File: src/rtl/pt_walker_pkg.sv
package pt_walker_pkg;
  localparam int VA_W    = 64;
  localparam int VA_IMPL = 48;
  localparam int PA_W    = 52;
  localparam int ENT_W   = 64;
  localparam int IDX_W   = 9;
  localparam int PG_SH   = 12;

  localparam int B_PRES = 0;
  localparam int B_WR   = 1;
  localparam int B_USER = 2;
  localparam int B_ACC  = 5;
  localparam int B_PS   = 7;
  localparam int B_NX   = 63;

  typedef enum logic [2:0] {ST_IDLE, ST_RD_REQ, ST_RD_WAIT, ST_WR_REQ, ST_FIN} wstate_e;
  typedef enum logic [1:0] {FLT_NONE = 2'd0, FLT_NOTPRES = 2'd1, FLT_RSVD = 2'd2, FLT_CANON = 2'd3} fault_e;
  typedef enum logic [1:0] {SZ_4K = 2'd0, SZ_2M = 2'd1, SZ_1G = 2'd2} psize_e;

  function automatic logic is_canon(input logic [VA_W-1:0] va);
    return (&va[VA_W-1:VA_IMPL-1]) | ~(|va[VA_W-1:VA_IMPL-1]);
  endfunction

  function automatic logic [PA_W-1:0] tbl_addr(input logic [PA_W-1:0] base,
                                               input logic [VA_IMPL-1:0] va,
                                               input logic [1:0] lvl);
    logic [IDX_W-1:0] idx;
    case (lvl)
      2'd0:    idx = va[47:39];
      2'd1:    idx = va[38:30];
      2'd2:    idx = va[29:21];
      default: idx = va[20:12];
    endcase
    return {base[PA_W-1:PG_SH], idx, 3'b000};
  endfunction

  function automatic logic [ENT_W-1:0] rsvd_mask(input int phys_bits, input logic [1:0] lvl,
                                                 input logic ps, input logic nxe);
    logic [ENT_W-1:0] m;
    m = '0;
    for (int i = 0; i < PA_W; i++) if (i >= phys_bits) m[i] = 1'b1;
    m[B_NX] = ~nxe;
    if (lvl == 2'd0) m[B_PS] = 1'b1;
    if (ps && lvl == 2'd1) m[29:13] = '1;
    if (ps && lvl == 2'd2) m[20:13] = '1;
    return m;
  endfunction

  function automatic logic [PA_W-1:0] leaf_paddr(input logic [ENT_W-1:0] ent,
                                                 input logic [VA_IMPL-1:0] va,
                                                 input psize_e sz);
    case (sz)
      SZ_1G:   return {ent[PA_W-1:30], va[29:0]};
      SZ_2M:   return {ent[PA_W-1:21], va[20:0]};
      default: return {ent[PA_W-1:PG_SH], va[PG_SH-1:0]};
    endcase
  endfunction
endpackage

File: src/rtl/pt_entry_check.sv
module pt_entry_check
  import pt_walker_pkg::*;
#(
  parameter int PHYS_BITS = 46
) (
  input  logic [ENT_W-1:0] entry_i,
  input  logic [1:0]       lvl_i,
  input  logic             nxe_i,
  output logic             present_o,
  output logic             rsvd_o,
  output logic             leaf_o,
  output psize_e           size_o
);
  logic ps;
  assign ps        = entry_i[B_PS];
  assign present_o = entry_i[B_PRES];
  assign rsvd_o    = |(entry_i & rsvd_mask(PHYS_BITS, lvl_i, ps, nxe_i));
  assign leaf_o    = (lvl_i == 2'd3) || (ps && (lvl_i != 2'd0));

  always_comb begin
    case (lvl_i)
      2'd1:    size_o = SZ_1G;
      2'd2:    size_o = SZ_2M;
      default: size_o = SZ_4K;
    endcase
  end
endmodule

File: src/rtl/pt_attr_acc.sv
module pt_attr_acc (
  input  logic clk,
  input  logic rst_n,
  input  logic clr_i,
  input  logic upd_i,
  input  logic user_i,
  input  logic write_i,
  input  logic nx_i,
  output logic user_o,
  output logic write_o,
  output logic nx_o
);
  always_ff @(posedge clk or negedge rst_n) begin
    if (!rst_n) begin
      user_o  <= 1'b0;
      write_o <= 1'b0;
      nx_o    <= 1'b0;
    end else if (clr_i) begin
      user_o  <= 1'b1;
      write_o <= 1'b1;
      nx_o    <= 1'b0;
    end else if (upd_i) begin
      user_o  <= user_o & user_i;
      write_o <= write_o & write_i;
      nx_o    <= nx_o | nx_i;
    end
  end
endmodule

File: src/rtl/pt_walker.sv
module pt_walker
  import pt_walker_pkg::*;
#(
  parameter int PHYS_BITS = 46
) (
  input  logic              clk,
  input  logic              rst_n,
  input  logic              start_i,
  input  logic [VA_W-1:0]   vaddr_i,
  input  logic [PA_W-1:0]   root_i,
  input  logic              nx_en_i,
  output logic              mem_req_valid_o,
  input  logic              mem_req_ready_i,
  output logic              mem_req_we_o,
  output logic [PA_W-1:0]   mem_req_addr_o,
  output logic [ENT_W-1:0]  mem_req_wdata_o,
  input  logic              mem_rsp_valid_i,
  input  logic [ENT_W-1:0]  mem_rsp_data_i,
  output logic              done_o,
  output logic [1:0]        fault_o,
  output logic [PA_W-1:0]   paddr_o,
  output logic [1:0]        page_size_o,
  output logic              user_o,
  output logic              write_o,
  output logic              nx_o
);
  wstate_e              state_q;
  logic [1:0]           lvl_q;
  logic [PA_W-1:0]      base_q;
  logic [VA_IMPL-1:0]   va_q;
  logic                 nxe_q;
  logic [ENT_W-1:0]     ent_q;
  fault_e               fault_q;
  psize_e               size_q;
  logic [PA_W-1:0]      paddr_q;

  wire unused_root = ^root_i[PG_SH-1:0];

  // Named internal events for the checker.
  logic walk_idle, rsp_wait, walk_start, rsp_take, step_ok;
  logic e_present, e_rsvd, e_leaf;
  psize_e e_size;

  assign walk_idle  = (state_q == ST_IDLE);
  assign rsp_wait   = (state_q == ST_RD_WAIT);
  assign walk_start = walk_idle && start_i;
  assign rsp_take   = rsp_wait && mem_rsp_valid_i;
  assign step_ok    = rsp_take && e_present && !e_rsvd;

  pt_entry_check #(.PHYS_BITS(PHYS_BITS)) u_chk_ent (
    .entry_i   (mem_rsp_data_i),
    .lvl_i     (lvl_q),
    .nxe_i     (nxe_q),
    .present_o (e_present),
    .rsvd_o    (e_rsvd),
    .leaf_o    (e_leaf),
    .size_o    (e_size)
  );

  pt_attr_acc u_acc (
    .clk     (clk),
    .rst_n   (rst_n),
    .clr_i   (walk_start),
    .upd_i   (step_ok),
    .user_i  (mem_rsp_data_i[B_USER]),
    .write_i (mem_rsp_data_i[B_WR]),
    .nx_i    (mem_rsp_data_i[B_NX]),
    .user_o  (user_o),
    .write_o (write_o),
    .nx_o    (nx_o)
  );

  assign mem_req_valid_o = (state_q == ST_RD_REQ) || (state_q == ST_WR_REQ);
  assign mem_req_we_o    = (state_q == ST_WR_REQ);
  assign mem_req_addr_o  = tbl_addr(base_q, va_q, lvl_q);
  assign mem_req_wdata_o = ent_q | (ENT_W'(1) << B_ACC);
  assign done_o          = (state_q == ST_FIN);
  assign fault_o         = fault_q;
  assign paddr_o         = paddr_q;
  assign page_size_o     = size_q;

  always_ff @(posedge clk or negedge rst_n) begin
    if (!rst_n) begin
      state_q <= ST_IDLE;
      lvl_q   <= 2'd0;
      base_q  <= '0;
      va_q    <= '0;
      nxe_q   <= 1'b0;
      ent_q   <= '0;
      fault_q <= FLT_NONE;
      size_q  <= SZ_4K;
      paddr_q <= '0;
    end else begin
      case (state_q)
        ST_IDLE: if (start_i) begin
          va_q    <= vaddr_i[VA_IMPL-1:0];
          base_q  <= {root_i[PA_W-1:PG_SH], {PG_SH{1'b0}}};
          nxe_q   <= nx_en_i;
          lvl_q   <= 2'd0;
          paddr_q <= '0;
          size_q  <= SZ_4K;
          if (is_canon(vaddr_i)) begin
            fault_q <= FLT_NONE;
            state_q <= ST_RD_REQ;
          end else begin
            fault_q <= FLT_CANON;
            state_q <= ST_FIN;
          end
        end
        ST_RD_REQ: if (mem_req_ready_i) state_q <= ST_RD_WAIT;
        ST_RD_WAIT: if (mem_rsp_valid_i) begin
          if (!e_present) begin
            fault_q <= FLT_NOTPRES;
            state_q <= ST_FIN;
          end else if (e_rsvd) begin
            fault_q <= FLT_RSVD;
            state_q <= ST_FIN;
          end else if (e_leaf) begin
            size_q  <= e_size;
            paddr_q <= leaf_paddr(mem_rsp_data_i, va_q, e_size);
            state_q <= ST_FIN;
          end else if (!mem_rsp_data_i[B_ACC]) begin
            ent_q   <= mem_rsp_data_i;
            state_q <= ST_WR_REQ;
          end else begin
            base_q  <= {mem_rsp_data_i[PA_W-1:PG_SH], {PG_SH{1'b0}}};
            lvl_q   <= lvl_q + 2'd1;
            state_q <= ST_RD_REQ;
          end
        end
        ST_WR_REQ: if (mem_req_ready_i) begin
          base_q  <= {ent_q[PA_W-1:PG_SH], {PG_SH{1'b0}}};
          lvl_q   <= lvl_q + 2'd1;
          state_q <= ST_RD_REQ;
        end
        default: state_q <= ST_IDLE;
      endcase
    end
  end
endmodule

File: config.mk
export PLATFORM = sky130hd
export DESIGN_NAME = pt_walker
export DESIGN_NICKNAME = d
export VERILOG_FILES = /design/src/rtl/pt_walker_pkg.sv /design/src/rtl/pt_entry_check.sv /design/src/rtl/pt_attr_acc.sv /design/src/rtl/pt_walker.sv
export SDC_FILE = /design/constraint.sdc
export NUM_CORES = 1
export LEC_CHECK = 0
export ABC_AREA = 1
export BUFFER_PORTS_ARGS = -buffer_cell sky130_fd_sc_hd__buf_2
export CORE_AREA = 2 2 139 141
export DETAILED_ROUTE_END_ITERATION = 10
export DIE_AREA = 0 0 141 143
export PLACE_DENSITY = 0.86
export SLEW_MARGIN = 10
export SYNTH_ARGS = -nofsm -noshare
export SYNTH_HDL_FRONTEND = slang
export SYNTH_SLANG_ARGS = --single-unit
export TNS_END_PERCENT = 10
File: constraint.sdc
create_clock -name clk -period 2.8 [get_ports clk]
set_input_delay 0.84 -clock clk [delete_from_list [all_inputs] [get_ports clk]]
set_output_delay 0.84 -clock clk [all_outputs]
set_load 0.02 [all_outputs]
==> metrics, run 1 <==
initial core utilization 53.75%; max-cap violation count 0; Slew @ Worst Pin 587.3 ps; FF-to-FF Start lvl_q[0]; skew final 16.62 ps; later-pin clock latency in the skew report 520 ps; antenna violations before repair 4; Hold Fails Final Rpt 0; PwrDens 807.9 mW/mm²; Worst-path clk slew 60 ps; fin crit period 2741 ps; Hold Path Class primary input to async pin; clock sinks 216; final setup vio count 0; Clock H-tree levels 1; worst r2r path cells 14; vias in the first global route 9388; # port buffers 347; die area 0.02016 mm²; CTS Buf Count 24; sequential share of the synthesized area 54.12%; Leak 0.007398 µW; first-pass GRT wire length 49890 µm; total congestion overflow 0; post-route ant nets 0; Vias/cell 5.497; largest net degree at the start of global routing 75; drt total wl 32450 µm; Max FO, Critical Path 9; maximum vdd drop 0.6368 mV; Yosys cell types 30; wire per inst 18.06 µm; ratio of cells with drive above 1 in the final layout 32.16%; Via Count 9878; GRT Util Overall 31.47%; fmax 364.9 MHz; Post-synth EDFFs 0; Slew headroom 60.84%; std cell rows 50; Startpoint Class flop; critical path class flop to output pin; reg2reg end base_q[45]; fin nets 1734; GP Congestion 0.9188; Critical Path AT 1900 ps; worst path cell trace inv_2 > ha_4 > buf_4 > nand2_1 > a31oi_1 > buf_2; DRC violations left 0; ys flop type dfrtp_1; unrepaired setup endpoints after global routing yes; Cells after Synth 1206; root buffer cell clkbuf_16; Area growth, synth to finish 30.12%; WP data required 1960 ps; Die W 141 µm; Yosys warning total 0; flops & latches, synth 216; status complete, no violations; Chip Height 143 µm; r2r setup slk 440 ps; CP Capture Type output pin; I/O pins 364; synthesized area 0.009987 mm²; share of synthesized flip-flops with an asynchronous set or reset 100.0%; CTS tree done; # fillers 1431; final max-slew violation count 0; CTS Buffer Depth 3; fin crit share 97.88%; Worst path slowest cell dfrtp_2; utilization after layout 69.94%; starting DRC count in detailed routing 644; core area 0.01858 mm²; Worst Hold Slack 306.8 ps; slowest stage delay, CP 480 ps; DRT Pass-1 Iters 6; Post-DP HPWL 23170 µm; Syn Area/Cell 8.281 µm²
-- stage by stage --
stage	total power [µW]	setup TNS [ps]	setup WS (ps)	cells	instance area, µm²
2_1_floorplan	6021	0	441.8	1208	9995
3_3_place_gp	7043	0	249.8	1750	12060
3_5_place_dp	7143	0	197.0	1750	12060
4_1_cts	10530	-6.011	-6.011	1794	12970
5_1_grt	10970	-9.924	-9.924	1796	12990
6_report	10500	0	59.39	1797	13000
-- registers in the layout, summed over array words and instances, names as in the netlist --
name,cells
base_q,40
u_acc.write_o,1
va_q,48
paddr_o,52
u_acc.user_o,1
ent_q,63
fault_o,2
lvl_q,2
state_q,3
nxe_q,1
page_size_o,2
u_acc.nx_o,1
-- synthesized netlist by cell type (4+ instances only) --
cell	instances	area (µm²)
dfrtp_1	216	5405
nor2_1	53	198.9
o22ai_1	17	106.4
inv_1	40	150.1
nand4_1	50	312.8
a31oi_1	10	62.56
o21ai_0	4	20.02
nand2_1	564	2117
mux2_2	48	540.5
buf_4	5	37.54
o211ai_1	4	30.03
buf_2	38	190.2
nand3_1	86	430.4
a21oi_1	14	70.07
clkbuf_1	28	105.1
ha_1	4	50.05
-- worst max-delay path by stage --
stage | startpoint | to | slack, ps | cells past startpoint
floorplan | lvl_q[0] | mem_req_addr_o[10] | 440 | 6
global placement | mem_rsp_data_i[49] | base_q[12] | 250 | 11
detailed placement | mem_rsp_data_i[49] | base_q[45] | 200 | 12
CTS | lvl_q[0] | mem_req_addr_o[5] | -6 | 6
global route | lvl_q[1] | mem_req_addr_o[5] | -10 | 6
finish | lvl_q[0] | mem_req_addr_o[5] | 60 | 6
-- cells in the final DEF, fill, tap and decap left out, types with 4 or more instances in the layout --
cell type and count:
buf_12 6, nor2_1 51, conb_1 4, nand2_2 7
bufinv_16 4, o22ai_1 17, inv_2 5, clkinv_2 6
buf_2 344, clkbuf_16 25, mux2_2 48, nand2_1 560
inv_1 37, buf_4 31, o21ai_0 4, clkbuf_1 5
nand4_1 50, ha_4 4, dfrtp_1 214, nand3_1 85
o211ai_1 4, a21oi_1 11, a31oi_1 9
-- area by class of cell --
type	count	area, µm²	area share, %
tap	234	292.8	2.253
timing repair buffer	382	2090	16.08
multi-input combinational	875	4187	32.22
timing repair inverter	1	5.005	0.03851
antenna	2	5.005	0.03851
clock buffer	33	685.7	5.276
sequential	216	5408	41.61
inverter	44	170.2	1.309
clock inverter	10	152.6	1.175
-- layer usage --
layer	GRT usage (%)	part of all wire (%)
met4	10.11	3.1
met5	0	0.083
met2	54.25	49
met3	6.942	9.1
met1	39.82	39
-- kinds of logic after synthesis --
kind of cell	synth area share [%]
other	0.07520
buffers and inverters	5.061
DFF	54.12
adders and majority gates	0.5011
muxes	5.412
AOI/OAI and AO/OA	3.207
and+or+nand+nor	31.62
-- power by group --
| group | switching (µW) | internal, µW |
|---|---|---|
| registers | 456 | 3810 |
| logic | 1820 | 1060 |
| clock network | 1270 | 2070 |
| total | 3550 | 6950 |
-- timing repair --
| item | CTS | global route |
|---|---|---|
| setup buffers | 1 | 0 |
| hold buffers | 0 | 0 |
| cloned | 0 | 1 |
| setup endpoints to repair | 10 | 8 |
| resized for setup | 15 | 5 |
-- worst max-delay path: cells and delay by family, from the launching register on --
| family | cells | cell delay [ps] |
|---|---|---|
| and+or+nand+nor | 1 | 40 |
| adders and majority gates | 1 | 220 |
| DFF | 1 | 480 |
| buffers and inverters | 3 | 470 |
| AOI/OAI and AO/OA | 1 | 190 |
Power figures use the tool's default switching activity.
==> run 2: changes to the inputs <==
- SETUP_SLACK_MARGIN: unset -> 0.2
==> run 2 against run 1 <==
  * Non-clock buffer count up 6
  * Critical path depth fell by 1
  * Sequential share of layout area decreased by 0.41 points
  * Combinational power about the same
  * Global-route usage grew 0.34 points
==> metrics, run 2 (synthesis gave the netlist of run 1 again) <==
core area 0.01858 mm² (unchanged); Post-DP HPWL 23170 µm (unchanged); final setup vio count 0 (unchanged); total congestion overflow 0 (unchanged); fin nets 1740 (+0.35%); die area 0.02016 mm² (unchanged); std cell rows 50 (unchanged); final max-slew violation count 0 (unchanged); root buffer cell clkbuf_16; maximum vdd drop 0.6937 mV (+8.9%); DRT Pass-1 Iters 5 (-1); Slew @ Worst Pin 593.8 ps (+6.413 ps); hold buffers post-CTS 0 (unchanged); critical path class flop to output pin; starting DRC count in detailed routing 594 (-7.8%); Clock H-tree levels 1 (unchanged); reg2reg end base_q[45]; routed length on met3 3020 µm (+1.8%); final worst setup slack 103.3 ps (+43.96 ps); pre-CTS setup slack 197.0 ps (unchanged); Chip Height 143 µm (unchanged); GP Congestion 0.9188 (unchanged); Largest register FFs 63 (unchanged); fin crit period 2697 ps (-43.96 ps); met2 wire len 16070 µm (+1.1%); Via Count 9918 (+0.40%); most frequent cells in the layout nand2_1, buf_2, dfrtp_1; ratio of cells with drive above 1 in the final layout 33.12% (+0.96 points); fmax 370.8 MHz (+1.6%); Max FO, Critical Path 5 (-4); r2r setup slk 400 ps (-40 ps); clock sinks 216 (unchanged); post-route ant nets 0 (unchanged); max-cap violation count 0 (unchanged); fin crit share 96.31% (-1.6 points); GRT Util Overall 31.81% (+0.34 points); first-pass GRT wire length 50430 µm (+1.1%); Top Metal Used met5; Startpoint Class flop; register bank with the most flops ent_q; Hold Path Class primary input to async pin; CTS Buf Count 24 (unchanged); skew final 13.98 ps (-2.640 ps); CTS tree done; WP data required 1960 ps (about the same); later-pin clock latency in the skew report 520 ps (about the same); Metal-1 WL 12820 µm (+2.2%); worst r2r path cells 15 (+1); most common library cell in the layout ignoring fill and taps nand2_1; Vias/cell 5.501 (about the same); # port buffers 347 (unchanged); antenna violations before repair 4 (unchanged); PwrDens 804.3 mW/mm² (-0.45%); Die W 141 µm (unchanged); FF-to-FF Start lvl_q[0]; Hold Fails Final Rpt 0 (unchanged); Leak 0.007449 µW (+0.69%); wire per inst 18.27 µm (+1.2%); Power Total 10560 µW (+0.54%); largest net degree at the start of global routing 75 (unchanged); drt total wl 32950 µm (+1.5%); utilization after layout 70.64% (+0.70 points); Slew headroom 60.42% (-0.43 points); CTS Buffer Depth 3 (unchanged); Area growth, synth to finish 31.42%; Critical Path AT 1860 ps (-40 ps); status complete, no violations; DRC violations left 0 (unchanged); I/O pins 364 (unchanged); vias in the first global route 9487 (+1.1%); unrepaired setup endpoints after global routing yes; Worst-path clk slew 60 ps (about the same); initial core utilization 53.75% (unchanged); CP Capture Type output pin; final setup TNS 0 ps (unchanged)
-- run 2: cell count changes in the layout (fill, tap and decap cells not counted), sizes merged --
cell / delta
buf: +6
-- run 2: worst max-delay path by stage --
| stage | slack [ps] | cells past startpoint | to | start |
|---|---|---|---|---|
| final | 100 | 5 | mem_req_addr_o[7] | lvl_q[1] |
| after global routing | 50 | 5 | mem_req_addr_o[7] | lvl_q[1] |
| after CTS | 100 | 5 | mem_req_addr_o[11] | lvl_q[1] |
| after detailed placement | 200 | 12 | base_q[45] | mem_rsp_data_i[49] |
| after global placement | 250 | 11 | base_q[12] | mem_rsp_data_i[49] |
| after floorplan | 440 | 6 | mem_req_addr_o[10] | lvl_q[0] |
-- run 2: through the flow --
stage | hold slack [ps] | cells | cell area [µm²]
after floorplan | 479.8 | 1208 | 9995
final | 307.0 | 1803 | 13130
after global routing | 345.7 | 1802 | 13120
after detailed placement | 448.0 | 1750 | 12060
after global placement | 443.8 | 1750 | 12060
after CTS | 319.6 | 1800 | 13070
-- run 2: area by class of cell --
class / count / area [µm²]
multi-input cells: 875 / 4234
fillers: 1411 / 5455
repair inverters: 1 / 7.507
clock inverters: 10 / 152.6
flip-flops and latches: 216 / 5408
well taps: 234 / 292.8
diodes: 2 / 5.005
repair buffers: 388 / 2165
inverters: 44 / 175.2
clock buffers: 33 / 685.7
-- run 2: critical path: stages, from the launching register on --
cell and delay, ps:
dfrtp_2 470, ha_4 220, buf_6 140, a21oi_1 170
a31oi_1 150, buf_4 190
-- run 2: power by group --
part           total (µW)  switching, µW  leakage [µW]  internal, µW
combinational        2920           1830       0.00426          1090
clock                3350           1280      0.000412          2070
sequential           4280            475       0.00278          3810
total               10600           3590       0.00745          6970
-- run 2: metal layers --
| metal | track usage (%) | vias up |
|---|---|---|
| li1 | - | 4582 |
| met1 | 40.40 | 4696 |
| met2 | 54.53 | 551 |
| met3 | 7.311 | 85 |
| met4 | 10.05 | 4 |
| met5 | 0 | - |
-- run 2: timing repair --
item | CTS | global route
gates cloned | 2 | 0
setup buffers | 5 | 1
resized for setup | 34 | 14
pin swaps | 6 | 7
endpoints found under the setup margin | 10 | 17
==> run 3: changes to the inputs <==
- CORE_AREA: 2 2 139 141 -> unset
- CORE_UTILIZATION: unset -> 50
- DIE_AREA: 0 0 141 143 -> unset
- PLACE_DENSITY: 0.86 -> 0.81
- clock period: 2.8 -> 2.9 ns (I/O delays scaled with it)
==> run 3 against run 2 <==
  * First-iteration DRC count up 7.9%
  * Worst hold slack worse by 24 ps
  * Setup slack better by 82 ps
  * Cell count rose by 1.2%
  * Via count down 2.1%
  * Clock-buffer cell count is 6 higher
  * Critical path type unchanged
  * Largest cell class unchanged
==> metrics, run 3 (synthesis gave the netlist of run 1 again) <==
status complete, no violations; Slew @ Worst Pin 1235 ps (+640.9 ps); DRC violations left 0 (unchanged); fin nets 1731 (-0.52%); Clock H-tree levels 1 (unchanged); Hold Path Class primary input to async pin; Worst-path clk slew 60 ps (about the same); Post-DP HPWL 22320 µm (-3.7%); GRT Util Overall 31.11% (-0.70 points); Hold Fails Final Rpt 0 (unchanged); skew final 10.65 ps (-3.331 ps); I/O pins 364 (unchanged); worst r2r path cells 14 (-1); DRT Pass-1 Iters 5 (unchanged); Chip Height 143.3 µm (+0.23%); # fillers 1660 (+18%); maximum vdd drop 0.6693 mV (-3.5%); fin crit share 93.61%; fin crit period 2715 ps; FF-to-FF Start lvl_q[1]; post-route ant nets 0 (unchanged); drt total wl 32060 µm (-2.7%); CTS Buf Count 24 (unchanged); std cell rows 51 (+2.0%); CTS tree done; Via Count 9710 (-2.1%); vias in the first global route 9261 (-2.4%); Post-DP Area 0.01204 mm² (-0.14%); final max-slew violation count 0 (unchanged); later-pin clock latency in the skew report 510 ps (about the same); PwrDens 756.7 mW/mm² (-5.9%); most common library cell in the layout ignoring fill and taps nand2_1; ratio of cells with drive above 1 in the final layout 31.49% (-1.6 points); Largest register FFs 63 (unchanged); root buffer cell clkbuf_16; starting DRC count in detailed routing 641 (+7.9%); # port buffers 347 (unchanged); first-pass GRT wire length 49290 µm (-2.3%); reg2reg end ent_q[37]; most frequent cells in the layout nand2_1, buf_2, dfrtp_1; Area growth, synth to finish 29.38%; Startpoint Class flop; fin area 0.01292 mm² (-1.6%); CP Capture Type output pin; wire per inst 17.58 µm (-3.8%); antenna violations before repair 5 (+1); core area 0.01953 mm² (+5.1%); CTS Buffer Depth 3 (unchanged); max-cap violation count 0 (unchanged); Leak 0.007346 µW (-1.4%); WP data required 2030 ps (+70 ps); GP Congestion 0.8911 (-3.0%); largest net degree at the start of global routing 57 (-24%); total congestion overflow 0 (unchanged); r2r setup slk 360 ps (-40 ps); final setup vio count 0 (unchanged); final setup TNS 0 ps (unchanged); unrepaired setup endpoints after global routing yes; initial core utilization 51.15% (-2.6 points); Die W 143.3 µm (+1.7%); clock sinks 216 (unchanged); register bank with the most flops ent_q; Max FO, Critical Path 10 (+5); Vias/cell 5.323 (-3.2%); Critical Path AT 1840 ps (-20 ps); fmax 368.3 MHz; die area 0.02054 mm² (+1.9%); Slew headroom 17.60% (-43 points); critical path class flop to output pin
-- run 3: changes by cell type in the layout (fill, tap and decap cells not counted), sizes merged, moves of 3 or more --
cell      before  now
bufinv         4    0
clkinvlp       3    0
buf          388  379
clkbuf        33   39
clkinv         6    3
-- run 3: per-layer routing --
metal	vias to the layer above	wire length [µm]	global-route usage, %
li1	4566	-	-
met1	4584	12850	39.60
met2	467	14990	51.12
met3	89	2984	8.364
met4	4	1204	11.14
met5	-	27	0
-- run 3: worst max-delay path by stage --
stage | start | end | slack (ps) | depth (start not counted)
4_1_cts | lvl_q[1] | mem_req_addr_o[4] | 180 | 6
5_1_grt | lvl_q[1] | mem_req_addr_o[8] | 110 | 6
6_report | lvl_q[1] | mem_req_addr_o[7] | 190 | 5
3_3_place_gp | mem_rsp_valid_i | fault_o[0] | 80 | 8
2_1_floorplan | lvl_q[0] | mem_req_addr_o[10] | 510 | 6
3_5_place_dp | mem_rsp_valid_i | fault_o[1] | 30 | 7
-- run 3: layout make-up --
type / count / area, µm² / area share [%]
Clock inverter: 2 / 10.01 / 0.07747
Tap cell: 265 / 331.6 / 2.566
Multi-Input combinational cell: 876 / 4178 / 32.33
Antenna cell: 3 / 7.507 / 0.05810
Timing Repair Buffer: 379 / 2083 / 16.12
Inverter: 44 / 165.2 / 1.278
Sequential cell: 216 / 5408 / 41.85
Clock buffer: 39 / 738.2 / 5.713
-- run 3: through the flow --
stage          utilization, %  hold slack [ps]  total power (µW)  instances  worst slack, ps
5_1_grt                 66.15            307.1             10260       1822            111.6
6_report                66.17            283.1              9778       1824            185.2
4_1_cts                 66.10            291.9              9793       1820            181.2
2_1_floorplan               -            479.8              5814       1208            511.8
3_5_place_dp            61.68            448.8              6882       1772            27.27
3_3_place_gp            61.68            444.0              6781       1772            83.61
-- run 3: timing repair --
item,CTS,global route
setup endpoints to repair,10,11
resized for setup,18,0
gates cloned,0,1
pin swaps,2,1
hold buffers,0,0
buffers inserted,7,0
-- run 3: critical path, cell delays in order, from the launching register on --
cell and delay [ps]:
dfrtp_2 460, inv_2 120, ha_4 220, nand2_1 60, a31oi_1 250, buf_2 220
-- run 3: power by group --
group / total, µW / internal [µW] / switching, µW
Sequential: 4090 / 3680 / 414
Combinational: 2800 / 1010 / 1790
Clock: 2880 / 1720 / 1160
Total: 9780 / 6410 / 3370
